`src/rtl/pwm_dx_pkg.sv`:
```
package pwm_dx_pkg;
  typedef enum logic [1:0] {
    ACT_KEEP = 2'd0,
    ACT_RISE = 2'd1,
    ACT_FALL = 2'd2
  } wave_act_e;

  function automatic wave_act_e pick_act(input logic pmatch, input logic dmatch, input logic coinc);
    if (pmatch) return coinc ? ACT_KEEP : ACT_RISE;
    if (dmatch) return ACT_FALL;
    return ACT_KEEP;
  endfunction
endpackage

```
`src/rtl/pwm_dx_shadow.sv`:
```
module pwm_dx_shadow #(
  parameter int W = 16
) (
  input  logic         clk,
  input  logic         rst_n,
  input  logic         we,
  input  logic [W-1:0] din,
  input  logic         load,
  output logic [W-1:0] pend,
  output logic [W-1:0] act
);
  logic [W-1:0] hold_q;

  assign pend = we ? din : hold_q;

  always_ff @(posedge clk or negedge rst_n) begin
    if (!rst_n) begin
      hold_q <= '0;
      act    <= '0;
    end else begin
      hold_q <= pend;
      if (load) act <= pend;
    end
  end
endmodule

```
`src/rtl/pwm_dx_counter.sv`:
```
module pwm_dx_counter #(
  parameter int W = 16
) (
  input  logic         clk,
  input  logic         rst_n,
  input  logic         en,
  input  logic [W-1:0] period,
  input  logic [W-1:0] duty,
  output logic [W-1:0] count,
  output logic         pmatch,
  output logic         dmatch
);
  localparam logic [W-1:0] ONE = W'(1);

  assign pmatch = en && (count == period);
  assign dmatch = en && (count == duty);

  always_ff @(posedge clk or negedge rst_n) begin
    if (!rst_n)               count <= '0;
    else if (!en || pmatch)   count <= '0;
    else                      count <= count + ONE;
  end
endmodule

```
`src/rtl/pwm_dx_wave.sv`:
```
module pwm_dx_wave
  import pwm_dx_pkg::*;
(
  input  logic clk,
  input  logic rst_n,
  input  logic pmatch,
  input  logic dmatch,
  input  logic coinc,
  output logic wave
);
  wave_act_e act;

  assign act = pick_act(pmatch, dmatch, coinc);

  always_ff @(posedge clk or negedge rst_n) begin
    if (!rst_n) wave <= 1'b0;
    else begin
      case (act)
        ACT_RISE: wave <= 1'b1;
        ACT_FALL: wave <= 1'b0;
        default:  wave <= wave;
      endcase
    end
  end
endmodule

```
`src/rtl/pwm_dx.sv`:
```
module pwm_dx #(
  parameter int W = 16
) (
  input  logic         clk,
  input  logic         rst_n,
  input  logic         en,
  input  logic [W-1:0] period_in,
  input  logic         period_we,
  input  logic [W-1:0] duty_in,
  input  logic         duty_we,
  output logic         pwm_out,
  output logic [W-1:0] count_out,
  output logic         period_match,
  output logic         duty_match
);
  localparam int NREG     = 2;
  localparam int IDX_PER  = 0;
  localparam int IDX_DUTY = 1;

  logic [NREG-1:0][W-1:0] wr_val, pend_val, act_val;
  logic [NREG-1:0]        wr_en;
  logic                   load;
  logic                   coinc;
  logic [W-1:0]           duty_pend;
  logic [W-1:0]           period_cur;

  assign wr_val[IDX_PER]  = period_in;
  assign wr_val[IDX_DUTY] = duty_in;
  assign wr_en[IDX_PER]   = period_we;
  assign wr_en[IDX_DUTY]  = duty_we;

  assign load = !en || period_match;

  for (genvar i = 0; i < NREG; i++) begin : g_reg
    pwm_dx_shadow #(.W(W)) u_sh (
      .clk  (clk),
      .rst_n(rst_n),
      .we   (wr_en[i]),
      .din  (wr_val[i]),
      .load (load),
      .pend (pend_val[i]),
      .act  (act_val[i])
    );
  end

  assign duty_pend  = pend_val[IDX_DUTY];
  assign period_cur = act_val[IDX_PER];

  pwm_dx_counter #(.W(W)) u_cnt (
    .clk   (clk),
    .rst_n (rst_n),
    .en    (en),
    .period(period_cur),
    .duty  (act_val[IDX_DUTY]),
    .count (count_out),
    .pmatch(period_match),
    .dmatch(duty_match)
  );

  assign coinc = period_match && (duty_pend == period_cur);

  pwm_dx_wave u_wave (
    .clk   (clk),
    .rst_n (rst_n),
    .pmatch(period_match),
    .dmatch(duty_match),
    .coinc (coinc),
    .wave  (pwm_out)
  );
endmodule

```
`config.mk`:
```
export PLATFORM = sky130hd
export DESIGN_NAME = pwm_dx
export DESIGN_NICKNAME = d
export VERILOG_FILES = /design/src/rtl/pwm_dx_pkg.sv /design/src/rtl/pwm_dx_shadow.sv /design/src/rtl/pwm_dx_counter.sv /design/src/rtl/pwm_dx_wave.sv /design/src/rtl/pwm_dx.sv
export SDC_FILE = /design/constraint.sdc
export NUM_CORES = 1
export LEC_CHECK = 0
export ABC_AREA = 1
export BUFFER_PORTS_ARGS = -buffer_cell sky130_fd_sc_hd__buf_2
export CELL_PAD_IN_SITES_DETAIL_PLACEMENT = 1
export CELL_PAD_IN_SITES_GLOBAL_PLACEMENT = 2
export CORE_MARGIN = 4
export CORE_UTILIZATION = 36
export CTS_CLUSTER_SIZE = 24
export DETAILED_ROUTE_END_ITERATION = 8
export PLACE_DENSITY_LB_ADDON = 0.1
export SYNTH_ARGS = -nofsm -noshare
export SYNTH_HDL_FRONTEND = slang
export SYNTH_SLANG_ARGS = --single-unit
export TNS_END_PERCENT = 10
```
`constraint.sdc`:
```
create_clock -name clk -period 5.1 [get_ports clk]
set_input_delay 0.255 -clock clk [delete_from_list [all_inputs] [get_ports clk]]
set_output_delay 0.255 -clock clk [all_outputs]
set_load 0.1 [all_outputs]
```
==> results by group <==
Outcome
  • Status: completed

Cells and area
  • Layout net count: 620
  • Area delta synth->final: 17.06%
  • Most frequent cells in the layout: nand2_1 (222), dfrtp_1 (81), nand3_1 (58)
  • Diode count: 0
  • Layout cell share with drive strength beyond 1: 0.1689
  • Commonest non-fill, non-tap cell in the layout: nand2_1

Die
  • Core Rows: 38
  • Core area: 10980 sq um
  • I/O pin cnt: 56
  • Die area: 13130 sq um
  • Initial Util: 0.3725
  • DIE HEIGHT: between 100 and 150 um
  • Die Span X: 114.6 um

Worst setup path
  • Crit path max fanout: 34
  • Crit-path cells: inv_2 > nand2_1 > nand2_1 > nor2_1 > nand2_1 > nor2_1 > nand2_2 > nor2_1 > buf_2
  • WP data arrival: 2800 ps
  • CP bufs+invs: 2
  • Setup crit end kind: output port
  • Worst path max stage delay: around 550 ps
  • Startpoint Class: flop
  • CP Class: reg2out
  • Worst EP required: 4850 ps
  • Crit-path leading delay family: simple AND/OR/NAND/NOR gates
  • CP max stage cell: dfrtp_1

CTS
  • H-tree Lvls: 3
  • CTS sink cnt: 81
  • Reg clk slew, reported paths: 70 ps
  • CTS tree: yes
  • CTS Hold Bufs: 1
  • Clock Tree Root: clkbuf_16
  • Worst skew pair latency: 340 ps
  • Worst-case clock buffer depth: 2
  • Setup bufs post-CTS: 0
  • Post-CTS sizing: 0
  • Cts bufs inserted: 9

Place
  • Routability congestion estimate: ~0.83
  • DP HPWL: roughly 8700 um
  • Port bufs: 55

Synthesis
  • Mapped Nets: about 570
  • Warnings from Yosys: 0
  • Synth cell types: 20
  • Seq/Total Area, Yosys: 0.4954
  • Number of synthesized register bits: 81
  • Cells after Synth: 532
  • Synth Area per Inst: ~7.7 sq um
  • Netlist Area Pre-Place: between 4000 and 5000 sq um

Timing
  • RSZ-0062 raised after global routing: no
  • Clock period minus worst slack: 3051 ps
  • Final hold viol count: 0
  • Max Freq: 0.3278 GHz
  • Period utilisation layout: 0.5982
  • Hold_ws: roughly 160 ps
  • Worst-margin pin slew: 1031 ps
  • Endpoints failing setup: 0
  • Rel. slew slack: 0.3103
  • Slew Limit Fails: 0
  • Final setup skew: 5.943 ps
  • Setup TNS: 0 ps

Route
  • DRT Pass-1 Iters: 4
  • Initial DRC Count: ~160
  • DR DRC count: 0
  • Vias per cell: 4.927
  • Final wirelength: 12090 um
  • Final ANT Viol Nets: 0
  • Post-DR wirelength/cell: 16.65 um
  • Vias: 3577

Global routing
  • GRT busiest layer: met2
  • Total GRT Usage: 0.1972
  • Initial antenna violation count: 0
  • First-pass GRT wire length: 19840 um
  • GR Layer Usage met1: 0.2820
  • GRT overflow: 0
  • Met3 GRT Util: 0.02696
  • Number of global-route vias before repair: 3691
  • Largest net degree at the start of global routing: 58
  • Grt met2 use: 0.3069

Min path
  • Hold crit path type: in2reg

Flow run
  • Max_cap viols: 0

Power
  • LEAKAGE: 2.540 nW
  • VDD IR max: ~0.23 mV
  • Power Dens Cells: 355.3 nW/um^2
[cells by family after synthesis]
family | synth area share
and+or+nand+nor | 0.3355
buffers and inverters | 0.06085
AOI/OAI and AO/OA | 0.01529
DFF | 0.4954
muxes | 0.04404
xor gates and xnor gates | 0.04281
adders and majority gates | 0.006115
[registers in the layout (all words and copies together) (netlist names)]
register and flops:
g.u_sh.act 32, g.u_sh.hold_q 32, u_cnt.count 16, u_wave.wave 1
[power by group]
group / switching, mW / leakage (nW) / internal [mW]
registers: 0.0452 / 1.01 / 0.699
logic: 0.158 / 1.37 / 0.0821
clock network: 0.274 / 0.163 / 0.444
total: 0.477 / 2.54 / 1.22
[synth_stat cells]
master,instances,area share
clkbuf_2,1,0.0012
ha_1,2,0.0061
mux2_2,16,0.044
buf_1,2,0.0018
buf_6,2,0.0055
inv_1,30,0.028
nor2_1,55,0.050
o21ai_0,11,0.013
inv_2,9,0.0083
xor2_1,19,0.041
clkbuf_1,6,0.0055
xnor2_1,1,0.0021
nor3_1,6,0.0073
nand2_2,2,0.0031
buf_4,2,0.0037
nand2_1,222,0.20
dfrtp_1,81,0.50
buf_2,6,0.0073
o211ai_1,1,0.0018
nand3_1,58,0.071
[stage by stage]
stage	util	power, mW	setup slack [ps]	instances	area (sq um)
6_report	0.4361	1.702	2049	726	4790
5_1_grt	0.4361	1.796	1739	726	4790
3_5_place_dp	0.4051	0.9997	2270	709	4449
4_1_cts	0.4361	1.723	1964	726	4790
3_3_place_gp	0.4051	0.9922	2310	709	4449
2_1_floorplan	-	0.9107	1353	532	4091
[per-layer routing]
layer | vias to the layer above | wire (um) | part of all wire
li1 | 1753 | - | -
met5 | - | 0 | 0
met3 | 11 | 330 | 0.027
met2 | 52 | 5629 | 0.47
met1 | 1761 | 5957 | 0.49
met4 | 0 | 173 | 0.014
[final cells by class]
type / instances / area [sq um]
fillers: 1405 / 6193
flip-flops and latches: 81 / 2027
multi-input cells: 393 / 1815
repair buffers: 57 / 295.3
clock buffers: 10 / 239.0
well taps: 140 / 175.2
inverters: 39 / 146.4
clock inverters: 6 / 91.34
[worst register-to-register path: stages, from the launching register on]
cell,delay (ps)
dfrtp_1,550
inv_2,90
nand2_1,70
nand2_1,70
nor2_1,120
nand2_1,90
nor2_1,130
nand2_2,410
nand2_2,970
nand2_1,150
nand2_1,100
[worst paths after layout]
path,from,to,slack [ps],cells after the start
max reg2reg,u_cnt.count[13],g_reg[0].u_sh.act[3],2300,10
min in group asynchronous,rst_n,g_reg[1].u_sh.hold_q[5],370,2
min reg2reg,g_reg[0].u_sh.hold_q[6],g_reg[0].u_sh.hold_q[6],500,1
max,u_cnt.count[13],period_match,2050,9
min,period_in[8],g_reg[0].u_sh.hold_q[8],160,2
max in group asynchronous,rst_n,u_cnt.count[8],3650,3
Note: power is estimated with default switching activity, not from simulation.
